File: config.mk
export PLATFORM = sky130hd
export DESIGN_NAME = fzb_line_gen
export DESIGN_NICKNAME = d
export VERILOG_FILES = /design/src/rtl/fzb_pkg.sv /design/src/rtl/fzb_bcd_counter.sv /design/src/rtl/fzb_residue.sv /design/src/rtl/fzb_line_format.sv /design/src/rtl/fzb_line_gen.sv
export SDC_FILE = /design/constraint.sdc
export NUM_CORES = 1
export LEC_CHECK = 0
export CORE_MARGIN = 8
export CORE_UTILIZATION = 53
export DETAILED_ROUTE_END_ITERATION = 7
export DONT_BUFFER_PORTS = 1
export GPL_TIMING_DRIVEN = 0
export PLACE_DENSITY = 0.73
export SYNTH_ARGS = -nofsm -noshare
export SYNTH_HDL_FRONTEND = slang
export SYNTH_SLANG_ARGS = --single-unit
File: constraint.sdc
create_clock -name clk -period 4.1 [get_ports clk]
set_clock_uncertainty 0.15 [all_clocks]
set_input_delay 0.82 -clock clk [delete_from_list [all_inputs] [get_ports clk]]
set_output_delay 0.82 -clock clk [all_outputs]
set_load 0.02 [all_outputs]
File: src/rtl/fzb_pkg.sv
package fzb_pkg;
  localparam int CODE_W = 4;
  localparam int CHARS  = 8;
  localparam int WORD_W = CODE_W * CHARS;

  typedef logic [CODE_W-1:0] code_t;

  // digits use codes 0..9 directly
  localparam code_t C_B     = 4'd10;
  localparam code_t C_F     = 4'd11;
  localparam code_t C_I     = 4'd12;
  localparam code_t C_U     = 4'd13;
  localparam code_t C_Z     = 4'd14;
  localparam code_t C_SPACE = 4'd15;

  localparam logic [4*CODE_W-1:0] FIZZ_W = {C_F, C_I, C_Z, C_Z};
  localparam logic [4*CODE_W-1:0] BUZZ_W = {C_B, C_U, C_Z, C_Z};
endpackage

File: src/rtl/fzb_bcd_counter.sv
module fzb_bcd_counter #(
  parameter int DIGITS = 3,
  parameter int INIT   = 1
) (
  input  logic                    clk,
  input  logic                    rst_n,
  input  logic                    step,
  input  logic                    restart,
  output logic [DIGITS-1:0][3:0]  digits
);
  logic [DIGITS:0] carry;
  assign carry[0] = step;

  for (genvar i = 0; i < DIGITS; i++) begin : g_digit
    localparam logic [3:0] INIT_D = 4'((INIT / (10 ** i)) % 10);

    assign carry[i+1] = carry[i] && (digits[i] == 4'd9);

    always_ff @(posedge clk) begin
      if (!rst_n || restart)
        digits[i] <= INIT_D;
      else if (carry[i])
        digits[i] <= (digits[i] == 4'd9) ? 4'd0 : digits[i] + 4'd1;
    end

    AST_BCD_DIGIT_RANGE: assert property (@(posedge clk) disable iff (!rst_n)
      digits[i] <= 4'd9);
  end
endmodule

File: src/rtl/fzb_residue.sv
module fzb_residue #(
  parameter int MODULUS = 3,
  parameter int INIT    = 1
) (
  input  logic                       clk,
  input  logic                       rst_n,
  input  logic                       step,
  input  logic                       restart,
  output logic [$clog2(MODULUS)-1:0] count
);
  localparam int W = $clog2(MODULUS);
  localparam logic [W-1:0] TOP    = W'(MODULUS - 1);
  localparam logic [W-1:0] INIT_R = W'(INIT % MODULUS);

  always_ff @(posedge clk) begin
    if (!rst_n || restart)
      count <= INIT_R;
    else if (step)
      count <= (count == TOP) ? '0 : count + 1'b1;
  end

  AST_RESIDUE_RANGE: assert property (@(posedge clk) disable iff (!rst_n)
    count <= TOP);
endmodule

File: src/rtl/fzb_line_format.sv
module fzb_line_format
  import fzb_pkg::*;
#(
  parameter int DIGITS = 3
) (
  input  logic [DIGITS-1:0][3:0] digits,
  input  logic                   fizz,
  input  logic                   buzz,
  output logic [WORD_W-1:0]      word
);
  logic [CHARS-1:0][CODE_W-1:0] num_chars;
  int                           ndig;

  always_comb begin
    ndig = 1;
    for (int i = 1; i < DIGITS; i++)
      if (digits[i] != 4'd0) ndig = i + 1;
    for (int k = 0; k < CHARS; k++) begin
      if (k < ndig)
        num_chars[CHARS-1-k] = digits[ndig-1-k];
      else
        num_chars[CHARS-1-k] = C_SPACE;
    end
  end

  always_comb begin
    word = {WORD_W{1'b1}};
    if (fizz && buzz)
      word[WORD_W-1 -: 8*CODE_W] = {FIZZ_W, BUZZ_W};
    else if (fizz)
      word[WORD_W-1 -: 4*CODE_W] = FIZZ_W;
    else if (buzz)
      word[WORD_W-1 -: 4*CODE_W] = BUZZ_W;
    else
      word = num_chars;
  end
endmodule

File: src/rtl/fzb_line_gen.sv
module fzb_line_gen
  import fzb_pkg::*;
#(
  parameter int LINE_W     = 10,
  parameter int CELL_LOG2  = 3,
  parameter int DIGITS     = 3,
  parameter int LAST_VALUE = 100
) (
  input  logic              clk,
  input  logic              rst_n,
  input  logic              line_strobe,
  input  logic [LINE_W-1:0] line_num,
  output logic [WORD_W-1:0] line_word
);
  logic [DIGITS-1:0][3:0] digits;
  logic [DIGITS-1:0]      last_match;
  logic                   step, at_last, restart;
  logic [1:0]             res3;
  logic [2:0]             res5;

  assign step    = line_strobe && (&line_num[CELL_LOG2-1:0]);
  assign at_last = &last_match;
  assign restart = step && at_last;

  for (genvar i = 0; i < DIGITS; i++) begin : g_last
    assign last_match[i] = (digits[i] == 4'((LAST_VALUE / (10 ** i)) % 10));
  end

  fzb_bcd_counter #(.DIGITS(DIGITS), .INIT(1)) u_bcd (
    .clk(clk), .rst_n(rst_n), .step(step), .restart(restart), .digits(digits));

  fzb_residue #(.MODULUS(3), .INIT(1)) u_mod3 (
    .clk(clk), .rst_n(rst_n), .step(step), .restart(restart), .count(res3));

  fzb_residue #(.MODULUS(5), .INIT(1)) u_mod5 (
    .clk(clk), .rst_n(rst_n), .step(step), .restart(restart), .count(res5));

  fzb_line_format #(.DIGITS(DIGITS)) u_fmt (
    .digits(digits), .fizz(res3 == 2'd0), .buzz(res5 == 3'd0), .word(line_word));

  AST_HOLD_WITHOUT_STEP: assert property (@(posedge clk) disable iff (!rst_n)
    !step |=> $stable(line_word));

  AST_WRAP_TO_ONE: assert property (@(posedge clk) disable iff (!rst_n)
    restart |=> (line_word[WORD_W-1 -: 2*CODE_W] == {4'd1, C_SPACE}));

  AST_FIFTEEN_AFTER_FOURTEEN: assert property (@(posedge clk) disable iff (!rst_n)
    (step && digits[1] == 4'd1 && digits[0] == 4'd4 && digits[2] == 4'd0)
      |=> (line_word == {FIZZ_W, BUZZ_W}));
endmodule

# Yosys cells after proc, flatten, opt, wreduce, memory -nomap -nowiden
# Cells that the tools add are included.
# W data, S select, Z words.
dict set report classes {
  muxes 44
  mul 0
  reduce_logical 15
  bitwise 0
  n_lt_le_gt_ge 16
  eq_ne 6
  div 0
  addsub 13
  shifts 0
}
# operator n
set op_table {}
lappend op_table {{$lt A32 B4 Y1 const B} 8}
lappend op_table {{$sub A32 B4 Y32 const B} 4}
lappend op_table {{$mux W4} 27}
lappend op_table {{$bmux W4 S2} 8}
lappend op_table {{$mux W16} 4}
lappend op_table {{$sub A32 B3 Y32 const B} 2}
lappend op_table {{$mux W32} 1}
lappend op_table {{$sub A32 B2 Y32 const B} 1}
lappend op_table {{$add A4 B1 Y4 const B} 3}
lappend op_table {{$eq A4 B4 Y1 const B} 3}
lappend op_table {{$lt A3 B2 Y1 const A} 4}
lappend op_table {{$logic_not A4 Y1} 2}
lappend op_table {{$reduce_bool A4 Y1} 2}
lappend op_table {{$mux W2} 3}
lappend op_table {{$reduce_and A3 Y1} 2}
lappend op_table {{$logic_and A1 B1 Y1} 5}
lappend op_table {{$eq A4 B1 Y1 const B} 1}
lappend op_table {{$lt A1 B2 Y1 const A} 2}
lappend op_table {{$lt A2 B2 Y1 const A} 2}
lappend op_table {{$add A3 B1 Y3 const B} 1}
lappend op_table {{$eq A3 B3 Y1 const B} 1}
lappend op_table {{$logic_not A3 Y1} 1}
lappend op_table {{$mux W3} 1}
lappend op_table {{$sub A2 B1 Y3 const B} 1}
lappend op_table {{5 further kinds} 5}
dict set report word_totals {
  output_inout_bits 32
  reg_bits 17
  rom_bits 0
  latchBits 0
  n_memories 0
  ram_bits 0
  input_bits 13
  word_cells 99
}

# Depth between registers and ports, before layout
dict set report logic_depth {
  word_depth 12
  ltp_mapped 6
  depth_no_buf 6
}

# By module
# Synthesis repeated with hierarchy kept, for this count alone.
dict set report unflattened {
  hier_cells 162
  area_unflattened_um2 1277.5
}
# module cells_each area_each_um2 seq_area_each_um2 instances
set by_module_without_submodules {}
lappend by_module_without_submodules {fzb_bcd_counter 70 618.1 240.2 1}
lappend by_module_without_submodules {fzb_line_format 58 354.1 0.0 1}
lappend by_module_without_submodules {{fzb_residue (u_mod5)} 18 158.9 60.1 1}
lappend by_module_without_submodules {{fzb_residue (u_mod3)} 9 92.6 40.0 1}
lappend by_module_without_submodules {fzb_line_gen 7 53.8 0.0 1}

# Least setup slack after synthesis
# OpenSTA, ideal clock, no wires.
dict set report synth_path {
  path_kind {register to output}
  start {register u_bcd.digits[9] (netlist bit)}
  end {output line_word[24]}
  path_buffers 2
  stages_incl_launch_ff 6
  t_arrival_ns 1.647
  required_ns 3.130
  slack_ns 1.483
  path_cell_list {dfxtp_1 -> clkbuf_1 -> nor4_1 -> clkbuf_1 -> o22ai_1 -> a21oi_1}
}
dict set report synth_via {
  elab_chain_cells 11
  word_cells_on_any_way 12
  classes_between {add/sub: 2; order compare: 1; mux: 8; reduce/logical: 1}
}
# element line
set synth_rtl {}
lappend synth_rtl {{start: declaration} fzb_bcd_counter.sv:9} ;# output logic [DIGITS-1:0][3:0] digits
lappend synth_rtl {{start signal: indexed assignment} fzb_bcd_counter.sv:23} ;# digits[i] <= (digits[i] == 4'd9) ? 4'd0 : digits[i] + 4'd1;
lappend synth_rtl {{$reduce_bool A4 Y1 *} fzb_line_format.sv:17} ;# if (digits[i] != 4'd0) ndig = i + 1;
lappend synth_rtl {{$mux W2 *} fzb_line_format.sv:17}
lappend synth_rtl {{$sub A2 B1 Y3} fzb_line_format.sv:20} ;# num_chars[CHARS-1-k] = digits[ndig-1-k];
lappend synth_rtl {{$sub A32 B2 Y32} fzb_line_format.sv:20}
lappend synth_rtl {{$bmux W4 S2} fzb_line_format.sv:20}
lappend synth_rtl {{$mux W4 (not written as such) (2 in a row)} fzb_line_format.sv:20}
lappend synth_rtl {{$mux W4 *} fzb_line_format.sv:19} ;# if (k < ndig)
lappend synth_rtl {{$mux W16 *} fzb_line_format.sv:32} ;# else if (buzz)
lappend synth_rtl {{$mux W16 *} fzb_line_format.sv:30} ;# else if (fizz)
lappend synth_rtl {{$mux W32 *} fzb_line_format.sv:28} ;# if (fizz && buzz)
lappend synth_rtl {{end: declaration} fzb_line_gen.sv:13} ;# output logic [WORD_W-1:0] line_word
# Every way passes the cells marked *; elsewhere a longest branch is shown, timed or not. The select of a mux whose other input is x is not followed.

# Final worst setup path
# Ends and elaborated chain as after synthesis.

==> impl_metrics.csv <==
group,metric,value,unit
final_layout,register_area,340,sq um
clock_network,worstSkewPairLatency,0.30,ns
drt,vias,1102,
placed_design,io_buffers,0,
critical_path,cp_max_fo,10,
synthesis,ys_types,37,
drt,drt_iter0_markers,53,
synthesis,syn-cell-area,0.00122,sq mm
drt,final_antenna_net_count,0,
placed_design,dp_hpwl,2170,um
clock_network,numClockSinks,17,
hold_path,hp-class,"reg -> reg",
critical_path,critPathSlowestCell,"nor4_1",
synthesis,synth_seq_area_share,0.280,
global_routing,overflow,0,
clock_network,cts_tree,"built",
critical_path,cp_data_required_time,3.13,ns
clock_network,root_buffer,"clkbuf_4",
synthesis,synth.area.top_cells,"dfxtp_1 (28%), buf_4 (11%), a21oi_1 (4.9%)",
clock_network,post_cts_buffers,0,
timing,finalSetupViolCount,0,
timing,relSlewSlack,0.610,
final_layout,final_cells,208,
timing,fin_crit,3.25,ns
synthesis,synthCells,163,
clock_network,cts_buffers,3,
drt,firstDrtPassIters,4,
global_routing,grt_antenna_before_repair,0,
global_routing,grt_max_degree,11,
final_layout,final_cell_mix,"buf_4 (18), dfxtp_1 (17), nand2_1 (16)",
critical_path,critical_path_arrival,2.28,ns
timing,hold_violations,0,
critical_path,cpMostUsedCell,"clkbuf_1",
critical_path,critPathKind,"reg -> out",
global_routing,grt_pass1_vias,1059,
pwr,leakagePower,0.000564,uW
outcome,status,"finished, final reports clean",
global_routing,grt_pass1_wl,4710,um
timing,rsz0062_at_grt,"false",
pwr,ir_drop,0.176,mV
timing,tightest_slew,0.581,ns
final_layout,final_common_cell,"buf_4",
die,die_w,63.9,um
clock_network,clk_path_buf_depth,2,
timing,setup_slack,0.846,ns
final_layout,syn_to_final_growth,9.16,%
die,io_pins,45,
clock_network,cts.clk_slew.worst_paths,0.11,ns
timing,holdWs,0.329,ns
synthesis,synth_edf_count,0,
synthesis,ys_async_sr_fraction,0,
placed_design,preCtsSetupSlack,1.19,ns
die,start_util,0.555,
synthesis,yosysTopAreaCellShare,0.280,
drt,drc,0,
die,die_area,0.00408,sq mm
clock_network,cts.htree.levels,1,
critical_path,cpPeakStageDelay,0.50,ns
synthesis,yosys_register_bits,17,
critical_path,crit_path_end_kind,"output port",
die,core,0.00219,sq mm
drt,routedWlPerCell,13.7,um
final_layout,drive_gt1_frac,0.150,
timing,final.setup.tns,0,ns
drt,via_per_inst,5.30,
global_routing,gr-usage-all-layers,0.139,
die,num_rows,17,
run,drv_cap,0,
final_layout,fin_nets,196,
synthesis,synthFlopType,"dfxtp_1",
clock_network,post_cts_resized,0,
final_layout,n_fill_cell,209,
timing,fin_crit_sh,0.794,
clock_network,hold_buffers,0,
placed_design,place_congestion,0.849,
timing,slew_violations,0,
synthesis,ys_warn_count,0,
placed_design,place_inst,204,
timing,fmax,307,MHz
pwr,p_per_area,237,mW/mm^2
synthesis,synth_area_per_cell,7.46,sq um
final_layout,antennaDiodeCount,0,
synthesis,synth_largest_area_cell,"dfxtp_1",
critical_path,worstPathCellList,"clkbuf_1 > nor4_1 > clkbuf_1 > o22ai_1 > a21oi_1",
critical_path,startpoint_type,"flop",
final_layout,multi_input_area,727,sq um
drt,totalWireLength,2850,um
die,die_h,63.9,um
state kept, by name, indices dropped and copies added, names as in the netlist:
| name | cells |
|---|---|
| u_mod5.count | 3 |
| u_bcd.digits | 12 |
| u_mod3.count | 2 |
synth_stat cells, types with 2 or more instances:
cell type   n
a211o_1     3
a21o_1      4
a21oi_1    12
a31oi_1     3
buf_2       2
buf_4      18
clkbuf_1    9
dfxtp_1    17
ha_1        2
inv_1       5
nand2_1    16
nand2b_1    4
nand3_1     5
nand4_1     5
nor2_1     15
nor2b_1     5
nor3b_1     2
nor4_1      4
o21ai_0     4
o21ai_1     2
o22ai_1     4
or3_1       5
xor2_1      3
worst paths after layout:
check | startpoint | end | slack [ns] | cells after the start
worst min register to register | u_mod5.count[1] | u_mod5.count[1] | 0.33 | 2
worst max register to register | u_bcd.digits[6] | u_bcd.digits[2] | 1.91 | 6
worst max-delay path | u_bcd.digits[9] | line_word[24] | 0.85 | 5
worst min-delay path | u_mod5.count[1] | u_mod5.count[1] | 0.33 | 2
cells by family after synthesis:
kind of cell / Yosys count / synth area share
mux: 1 / 0.00823
flops: 17 / 0.280
fa+ha+maj: 2 / 0.0206
compound gates: 33 / 0.163
simple gates: 71 / 0.334
xor+xnor: 4 / 0.0288
buf+inv: 34 / 0.163
other cells: 1 / 0.00308
per-stage QoR:
step	cell area [sq um]	utilization	power, uW
global placement	1300	0.593	221
floorplan	1260	-	216
global route	1330	0.606	325
finish	1330	0.606	314
CTS	1330	0.606	314
detailed placement	1300	0.593	222
power by group:
group          total (uW)  internal [uW]  switching [uW]
Combinational        50.4           16.0            34.4
Sequential            169            167            1.81
Clock                95.1           36.3            58.7
Total                 314            220            94.9
metal layers:
metal  track usage  share of wire  up-vias
li1              -              -      571
met1         0.151           0.44      501
met2         0.232           0.48       28
met3        0.0505          0.076        2
met4        0.0752         0.0049        0
met5             0              0        -
layout make-up:
type | count | share of cell area
buffer | 29 | 0.135
tap | 28 | 0.0264
clock inverter | 1 | 0.00377
sequential | 17 | 0.256
inverter | 5 | 0.0141
clock buffer | 3 | 0.0170
multi-input combinational | 125 | 0.548
worst max-delay path: cells and delay by family (launching register included):
family                 cells  cell delay, ns
AO/OA/AOI/OAI              2            0.58
buffers and inverters      2            0.59
flip-flops                 1            0.31
AND/OR/NAND/NOR            1            0.50
(Power assumes the default switching activity.)
